[src/rtl/irq_agg_pkg.sv]
package irq_agg_pkg;

  // Register selected by the current pointer value
  typedef enum logic [2:0] {
    SEL_NONE,
    SEL_MASK_LO,
    SEL_MASK_HI,
    SEL_STAT_LO,
    SEL_STAT_HI,
    SEL_ACK_LO,
    SEL_ACK_HI
  } reg_sel_e;

  // Named sources occupy the top of the source vector
  localparam int NUM_NAMED_SRC = 4;
  // Number of mapped registers starting at the base address
  localparam int NUM_MAPPED = 6;

  function automatic reg_sel_e decode_offset(input int unsigned off);
    reg_sel_e sel;
    case (off)
      0:       sel = SEL_MASK_LO;
      1:       sel = SEL_MASK_HI;
      2:       sel = SEL_STAT_LO;
      3:       sel = SEL_STAT_HI;
      4:       sel = SEL_ACK_LO;
      5:       sel = SEL_ACK_HI;
      default: sel = SEL_NONE;
    endcase
    return sel;
  endfunction

endpackage

[src/rtl/irq_rst_sync.sv]
module irq_rst_sync #(
  parameter int STAGES = 2
) (
  input  logic clk,
  input  logic rst_n,
  output logic rst_sync_n
);

  logic [STAGES-1:0] sync_q;

  always_ff @(posedge clk or negedge rst_n) begin
    if (!rst_n) begin
      sync_q <= '0;
    end else begin
      sync_q <= {sync_q[STAGES-2:0], 1'b1};
    end
  end

  assign rst_sync_n = sync_q[STAGES-1];

endmodule

[src/rtl/irq_ptr_ctrl.sv]
module irq_ptr_ctrl
  import irq_agg_pkg::*;
#(
  parameter int               DATA_W    = 8,
  parameter logic [DATA_W-1:0] BASE_ADDR = 8'h10
) (
  input  logic              clk,
  input  logic              rst_n,
  input  logic              xfer_start,
  input  logic              wr_valid,
  input  logic [DATA_W-1:0] wr_data,
  input  logic              rd_req,
  output logic              reg_wr_o,
  output logic              reg_rd_o,
  output reg_sel_e          sel_o
);

  logic              first_q, first_d;
  logic [DATA_W-1:0] ptr_q, ptr_d;
  logic [DATA_W-1:0] offset;

  // Next-state: start arms the pointer load, writes take priority over reads
  always_comb begin
    first_d  = first_q;
    ptr_d    = ptr_q;
    reg_wr_o = 1'b0;
    reg_rd_o = 1'b0;
    if (xfer_start) begin
      first_d = 1'b1;
    end else if (wr_valid) begin
      if (first_q) begin
        ptr_d   = wr_data;
        first_d = 1'b0;
      end else begin
        reg_wr_o = 1'b1;
        ptr_d    = ptr_q + 1'b1;
      end
    end else if (rd_req) begin
      reg_rd_o = 1'b1;
      ptr_d    = ptr_q + 1'b1;
    end
  end

  always_ff @(posedge clk or negedge rst_n) begin
    if (!rst_n) begin
      first_q <= 1'b0;
      ptr_q   <= '0;
    end else begin
      first_q <= first_d;
      ptr_q   <= ptr_d;
    end
  end

  assign offset = ptr_q - BASE_ADDR;

  always_comb begin
    sel_o = decode_offset(int'(unsigned'(offset)));
  end

endmodule

[src/rtl/irq_status_bank.sv]
module irq_status_bank #(
  parameter int STAT_W   = 16,
  parameter int NUM_SRC  = 12,
  parameter int EDGE_IDX = 11
) (
  input  logic               clk,
  input  logic               rst_n,
  input  logic [NUM_SRC-1:0] src_i,
  input  logic [STAT_W-1:0]  clr_i,
  output logic [STAT_W-1:0]  stat_o
);

  localparam int PAD_W = STAT_W - NUM_SRC;

  logic [NUM_SRC-1:0] set_src;
  logic [STAT_W-1:0]  set_vec;
  logic [STAT_W-1:0]  stat_q, stat_d;

  generate
    for (genvar g = 0; g < NUM_SRC; g++) begin : g_src
      if (g == EDGE_IDX) begin : g_edge
        logic lvl_q;
        always_ff @(posedge clk or negedge rst_n) begin
          if (!rst_n) begin
            lvl_q <= 1'b0;
          end else begin
            lvl_q <= src_i[g];
          end
        end
        assign set_src[g] = src_i[g] & ~lvl_q;
      end else begin : g_pulse
        assign set_src[g] = src_i[g];
      end
    end
  endgenerate

  generate
    if (PAD_W > 0) begin : g_pad
      assign set_vec = {{PAD_W{1'b0}}, set_src};
    end else begin : g_nopad
      assign set_vec = set_src;
    end
  endgenerate

  // Set beats clear so an event arriving with its acknowledge is kept
  always_comb begin
    stat_d = (stat_q & ~clr_i) | set_vec;
  end

  always_ff @(posedge clk or negedge rst_n) begin
    if (!rst_n) begin
      stat_q <= '0;
    end else begin
      stat_q <= stat_d;
    end
  end

  assign stat_o = stat_q;

endmodule

[src/rtl/irq_mask_reg.sv]
module irq_mask_reg #(
  parameter int                  DATA_W  = 8,
  parameter int                  MASK_W  = 16,
  parameter logic [MASK_W-1:0]   RST_VAL = 16'h0FFF
) (
  input  logic              clk,
  input  logic              rst_n,
  input  logic              wr_lo,
  input  logic              wr_hi,
  input  logic [DATA_W-1:0] data_i,
  output logic [MASK_W-1:0] mask_o
);

  logic [MASK_W-1:0] mask_q, mask_d;
  logic              mask_en;

  always_comb begin
    mask_en = wr_lo | wr_hi;
    mask_d  = mask_q;
    if (wr_lo) begin
      mask_d[DATA_W-1:0] = data_i;
    end
    if (wr_hi) begin
      mask_d[MASK_W-1:DATA_W] = data_i;
    end
  end

  always_ff @(posedge clk or negedge rst_n) begin
    if (!rst_n) begin
      mask_q <= RST_VAL;
    end else if (mask_en) begin
      mask_q <= mask_d;
    end
  end

  assign mask_o = mask_q;

endmodule

[src/rtl/irq_out_reg.sv]
module irq_out_reg #(
  parameter int STAT_W = 16
) (
  input  logic              clk,
  input  logic              rst_n,
  input  logic [STAT_W-1:0] stat_i,
  input  logic [STAT_W-1:0] mask_i,
  output logic              irq_o
);

  logic irq_q, irq_d;

  always_comb begin
    irq_d = |(stat_i & ~mask_i);
  end

  always_ff @(posedge clk or negedge rst_n) begin
    if (!rst_n) begin
      irq_q <= 1'b0;
    end else begin
      irq_q <= irq_d;
    end
  end

  assign irq_o = irq_q;

endmodule

[src/rtl/irq_status_ctrl.sv]
module irq_status_ctrl
  import irq_agg_pkg::*;
#(
  parameter int                DATA_W    = 8,
  parameter int                NUM_SRC   = 12,
  parameter logic [DATA_W-1:0] BASE_ADDR = 8'h10
) (
  input  logic                                clk,
  input  logic                                rst_n,
  input  logic                                xfer_start,
  input  logic                                wr_valid,
  input  logic [DATA_W-1:0]                   wr_data,
  input  logic                                rd_req,
  output logic [DATA_W-1:0]                   rd_data,
  input  logic [NUM_SRC-NUM_NAMED_SRC-1:0]    gen_evt,
  input  logic                                tick_evt,
  input  logic                                alarm_evt,
  input  logic                                upd_err_evt,
  input  logic                                pwr_btn,
  output logic                                irq
);

  localparam int                STAT_W   = 2 * DATA_W;
  localparam int                BTN_IDX  = NUM_SRC - 1;
  localparam logic [STAT_W-1:0] MASK_RST = STAT_W'((1 << NUM_SRC) - 1);

  logic               rst_sync_n;
  logic               reg_wr;
  logic               reg_rd;
  reg_sel_e           sel;
  logic [NUM_SRC-1:0] src_vec;
  logic [STAT_W-1:0]  clr_vec;
  logic [STAT_W-1:0]  stat;
  logic [STAT_W-1:0]  mask;
  logic [DATA_W-1:0]  rd_mux;
  logic [DATA_W-1:0]  rd_q, rd_d;

  irq_rst_sync #(.STAGES(2)) u_rst (
    .clk        (clk),
    .rst_n      (rst_n),
    .rst_sync_n (rst_sync_n)
  );

  irq_ptr_ctrl #(.DATA_W(DATA_W), .BASE_ADDR(BASE_ADDR)) u_ptr (
    .clk        (clk),
    .rst_n      (rst_sync_n),
    .xfer_start (xfer_start),
    .wr_valid   (wr_valid),
    .wr_data    (wr_data),
    .rd_req     (rd_req),
    .reg_wr_o   (reg_wr),
    .reg_rd_o   (reg_rd),
    .sel_o      (sel)
  );

  // Source order fixes the status bit positions
  assign src_vec = {pwr_btn, upd_err_evt, alarm_evt, tick_evt, gen_evt};

  // Write-one-to-clear vector from the acknowledge bytes
  always_comb begin
    clr_vec = '0;
    if (reg_wr && (sel == SEL_ACK_LO)) begin
      clr_vec[DATA_W-1:0] = wr_data;
    end
    if (reg_wr && (sel == SEL_ACK_HI)) begin
      clr_vec[STAT_W-1:DATA_W] = wr_data;
    end
  end

  irq_status_bank #(.STAT_W(STAT_W), .NUM_SRC(NUM_SRC), .EDGE_IDX(BTN_IDX)) u_stat (
    .clk    (clk),
    .rst_n  (rst_sync_n),
    .src_i  (src_vec),
    .clr_i  (clr_vec),
    .stat_o (stat)
  );

  irq_mask_reg #(.DATA_W(DATA_W), .MASK_W(STAT_W), .RST_VAL(MASK_RST)) u_mask (
    .clk    (clk),
    .rst_n  (rst_sync_n),
    .wr_lo  (reg_wr && (sel == SEL_MASK_LO)),
    .wr_hi  (reg_wr && (sel == SEL_MASK_HI)),
    .data_i (wr_data),
    .mask_o (mask)
  );

  irq_out_reg #(.STAT_W(STAT_W)) u_irq (
    .clk    (clk),
    .rst_n  (rst_sync_n),
    .stat_i (stat),
    .mask_i (mask),
    .irq_o  (irq)
  );

  // Read multiplexer: acknowledge and unmapped addresses return zero
  always_comb begin
    case (sel)
      SEL_MASK_LO: rd_mux = mask[DATA_W-1:0];
      SEL_MASK_HI: rd_mux = mask[STAT_W-1:DATA_W];
      SEL_STAT_LO: rd_mux = stat[DATA_W-1:0];
      SEL_STAT_HI: rd_mux = stat[STAT_W-1:DATA_W];
      default:     rd_mux = '0;
    endcase
  end

  always_comb begin
    rd_d = rd_q;
    if (reg_rd) begin
      rd_d = rd_mux;
    end
  end

  always_ff @(posedge clk or negedge rst_sync_n) begin
    if (!rst_sync_n) begin
      rd_q <= '0;
    end else begin
      rd_q <= rd_d;
    end
  end

  assign rd_data = rd_q;

endmodule

[config.mk]
export PLATFORM = sky130hd
export DESIGN_NAME = irq_status_ctrl
export DESIGN_NICKNAME = d
export VERILOG_FILES = /design/src/rtl/irq_agg_pkg.sv /design/src/rtl/irq_rst_sync.sv /design/src/rtl/irq_ptr_ctrl.sv /design/src/rtl/irq_status_bank.sv /design/src/rtl/irq_mask_reg.sv /design/src/rtl/irq_out_reg.sv /design/src/rtl/irq_status_ctrl.sv
export SDC_FILE = /design/constraint.sdc
export NUM_CORES = 1
export LEC_CHECK = 0
export ABC_AREA = 0
export CAP_MARGIN = 20
export CORE_AREA = 2 2 109 69
export CTS_CLUSTER_DIAMETER = 60
export DETAILED_ROUTE_END_ITERATION = 8
export DIE_AREA = 0 0 111 71
export GPL_TIMING_DRIVEN = 0
export PLACE_DENSITY = 0.68
export SLEW_MARGIN = 20
export SYNTH_ARGS = -nofsm -noshare
export SYNTH_HDL_FRONTEND = slang
export SYNTH_SLANG_ARGS = --single-unit
[constraint.sdc]
create_clock -name clk -period 2.4 [get_ports clk]
set_input_delay 0.48 -clock clk [delete_from_list [all_inputs] [get_ports clk]]
set_output_delay 0.48 -clock clk [all_outputs]
set_load 0.01 [all_outputs]
==> impl_metrics.env <==
export IMPL_grt_start_max_net_pins=27
export IMPL_final_wirelength_mm=7.23
export IMPL_holdWs_ns=0.280
export IMPL_cts_inserted_buffers=5
export IMPL_cts_hold_buf=0
export IMPL_ys_top_cells_by_area="sky130_fd_sc_hd__dfrtp_1, sky130_fd_sc_hd__dfstp_2, sky130_fd_sc_hd__nand3b_1"
export IMPL_first_global_vias=2215
export IMPL_cts_tree="yes"
export IMPL_synth_enable_flop_cells=0
export IMPL_crit_type="reg -> reg"
export IMPL_num_nets_final=341
export IMPL_port_buffers=33
export IMPL_grt_pass1_wl_mm=11.5
export IMPL_netlist_cell_type_count=41
export IMPL_mappedNetlistNets=296
export IMPL_critPathLaunchType="flop"
export IMPL_floorplan_io_pins=34
export IMPL_cts_root_buf="sky130_fd_sc_hd__clkbuf_16"
export IMPL_synth_ff_latch_count=53
export IMPL_clkLatencyLatePin_ns=0.30
export IMPL_synth_avg_cell_area_um2=10.1
export IMPL_routed_via_count=2270
export IMPL_min_period_over_period=0.927
export IMPL_detail_route_iter0_violations=324
export IMPL_globalRoute_totalOverflow=0
export IMPL_grt_use_total=0.192
export IMPL_cts_sinks=53
export IMPL_antenna_violating_nets_post_route=0
export IMPL_fin_max_slew_vios=0
export IMPL_final_setup_skew_ns=0.00632
export IMPL_post_route_drc_count=0
export IMPL_timing_slew_headroom=0.542
export IMPL_postSynthCellCount=267
export IMPL_worst_slew_pin_transition_ns=0.683
export IMPL_proportion_of_register_bits_with_asynchronous_set_or_reset_after_synthesis=1.00
export IMPL_synth_top_cell_by_area="sky130_fd_sc_hd__dfrtp_1"
export IMPL_synth_top_area_frac=0.381
export IMPL_initial_utilization=0.388
export IMPL_routed_via_density=5.62
export IMPL_drive_gt1_frac=0.163
export IMPL_clock_fmax_mhz=449
export IMPL_count_of_h_tree_levels_built_during_cts=2
export IMPL_synth_yosys_warnings=0
export IMPL_fin_area_um2=3340
export IMPL_vdd_ir_drop_worst_mv=0.297
export IMPL_worstPathMaxFanout=9
export IMPL_fin_crit_ns=2.22
export IMPL_worst_setup_path_end_kind="flop"
export IMPL_clk_transition_reported_paths_ns=0.07
export IMPL_rsz_0062_raised_after_global_routing="no"
export IMPL_place_congestion=0.859
export IMPL_post_synth_instance_area_um2=2690
export IMPL_worstPathArrival_ns=2.41
export IMPL_worstHoldPathType="reg -> async"
export IMPL_floorplan_die_width_um=111
export IMPL_detailed_place_hpwl_mm=5.14
export IMPL_die_area_um2=7880
export IMPL_core_area_um2=6940
export IMPL_detail_route_first_pass_iterations=5
export IMPL_most_used_flip_flop_cell_after_synthesis="sky130_fd_sc_hd__dfrtp_1"
export IMPL_setup_violations_final=0
export IMPL_max_cap_viol_count=0
export IMPL_cts_root_to_sink_buffers=2
export IMPL_post_route_util=0.481
export IMPL_number_of_endpoints_with_negative_hold_slack_in_the_final_report=0
export IMPL_ratio_of_total_power_to_cell_area_nw_per_um2=676
export IMPL_placedInstanceArea_um2=3160
export IMPL_number_of_antenna_violations_at_the_first_check_in_global_routing=0
export IMPL_crit_required_ns=2.59
export IMPL_floorplan_row_count=24
export IMPL_antennaDiodeCount=0
export IMPL_wl_per_cell_um=17.9
export IMPL_area_growth_pct=24.1
export IMPL_p_leak_nw=1.35
export IMPL_synth_sequential_area_ratio=0.499
export IMPL_run_status="completed"
export IMPL_chipHeight_um=71
[per-layer routing]
metal | GRT usage | routed length, um
met1 | 0.278 | 3500
met2 | 0.267 | 3020
met3 | 0.0668 | 643
met4 | 0.0708 | 61
met5 | 0 | 0
[metrics by stage]
stage	setup TNS [ns]	instances	power [mW]	setup WS, ns
finish	0	404	2.26	0.175
detailed placement	-2.00	392	1.52	-0.278
CTS	0	400	2.24	0.0266
global route	0	404	2.37	0.0834
floorplan	0	267	1.34	0.231
global placement	-2.13	391	1.50	-0.278
[what timing repair did]
item,in CTS,in global routing
setup buffers,0,4
hold endpoints to repair,0,0
cloned,0,0
pin swaps,0,2
setup endpoints to repair,9,21
gates resized for setup,2,1
[cells in the mapped netlist (2+ instances only)]
cell	instances
sky130_fd_sc_hd__a21o_1	9
sky130_fd_sc_hd__inv_1	24
sky130_fd_sc_hd__dfstp_2	12
sky130_fd_sc_hd__a21oi_1	20
sky130_fd_sc_hd__dfrtp_1	41
sky130_fd_sc_hd__nor2_1	10
sky130_fd_sc_hd__mux2_2	8
sky130_fd_sc_hd__nand2_1	15
sky130_fd_sc_hd__clkbuf_1	7
sky130_fd_sc_hd__o22ai_1	9
sky130_fd_sc_hd__buf_2	3
sky130_fd_sc_hd__o21ai_0	15
sky130_fd_sc_hd__a21boi_0	3
sky130_fd_sc_hd__nand3b_1	16
sky130_fd_sc_hd__and3_1	3
sky130_fd_sc_hd__a221oi_1	12
sky130_fd_sc_hd__a31oi_1	4
sky130_fd_sc_hd__nand3_1	21
sky130_fd_sc_hd__mux2_4	4
sky130_fd_sc_hd__a2bb2oi_1	3
sky130_fd_sc_hd__nor3_1	3
sky130_fd_sc_hd__nand4_1	2
sky130_fd_sc_hd__o21bai_1	2
sky130_fd_sc_hd__ha_1	4
[worst max-delay path, cell delays in order, from the launching register on]
cell,delay [ns]
sky130_fd_sc_hd__dfrtp_1,0.44
sky130_fd_sc_hd__inv_1,0.10
sky130_fd_sc_hd__ha_1,0.24
sky130_fd_sc_hd__or3_1,0.40
sky130_fd_sc_hd__buf_6,0.16
sky130_fd_sc_hd__nor3b_4,0.18
sky130_fd_sc_hd__and2_4,0.17
sky130_fd_sc_hd__buf_8,0.13
sky130_fd_sc_hd__mux2_4,0.30
[cells in the final DEF (no fill, tap or decap), drive strengths merged, types with 2 or more instances in the layout]
cell,count
a221oi,12
clkdlybuf4s50,33
dfrtp,41
o22ai,9
and2,2
nand2,16
a21oi,20
nand3,21
o21ai,15
nor4,2
a31oi,4
nand3b,16
dfstp,12
buf,11
a21o,9
nor2,10
ha,4
clkbuf,13
mux2,12
nand4,2
and3,3
a2bb2oi,3
inv,25
nor3,3
o21bai,2
a21boi,3
[registers in the layout (all words and copies together) (netlist names)]
| signal | cells |
|---|---|
| u_mask.mask_o | 16 |
| u_stat.stat_o | 16 |
| rd_data | 8 |
| u_ptr.ptr_q | 8 |
| u_rst.sync_q | 2 |
| u_irq.irq_o | 1 |
| u_ptr.first_q | 1 |
| u_stat.g_src.g_edge.lvl_q | 1 |
[kinds of logic after synthesis]
logic type / Yosys count / share of synthesized area
AND/OR/NAND/NOR: 81 / 0.175
AO/OA/AOI/OAI: 78 / 0.186
flip-flops: 53 / 0.499
buffers and inverters: 37 / 0.0614
multiplexers: 12 / 0.0558
adder cells (fa/ha/maj): 4 / 0.0186
other: 1 / 0.00139
XOR/XNOR: 1 / 0.00326
[power by group]
part	total (mW)	internal, mW	switching, mW
Sequential	1.00	0.942	0.0614
Combinational	0.529	0.222	0.307
Clock	0.723	0.390	0.333
Total	2.26	1.55	0.702
[final cells by class]
cell class	instances	area (um^2)
fillers	625	3600
flip-flops and latches	53	1340
multi-input cells	177	1190
repair buffers	38	380
clock buffers	6	129
well taps	91	114
inverters	24	90.1
plain buffers	13	75.1
clock inverters	2	13.8
[final timing paths]
kind | startpoint | cells past startpoint | slack (ns) | end
worst max-delay path | u_ptr.ptr_q[1]$_DFFE_PN0P_ | 8 | 0.18 | u_mask.mask_o[14]$_DFFE_PN0P_
worst min-delay path | u_rst.sync_q[1]$_DFF_PN0_ | 0 | 0.28 | u_stat.g_src[11].g_edge.lvl_q$_DFF_PN0_
worst max register to register | u_ptr.ptr_q[1]$_DFFE_PN0P_ | 8 | 0.18 | u_mask.mask_o[14]$_DFFE_PN0P_
worst min register to register | u_rst.sync_q[1]$_DFF_PN0_ | 0 | 0.28 | u_stat.g_src[11].g_edge.lvl_q$_DFF_PN0_
max in group asynchronous | u_rst.sync_q[1]$_DFF_PN0_ | 1 | 1.48 | u_mask.mask_o[0]$_DFFE_PN1P_
min in group clk | u_rst.sync_q[0]$_DFF_PN0_ | 0 | 0.35 | u_rst.sync_q[1]$_DFF_PN0_
Note: power is estimated with default switching activity, not from simulation.
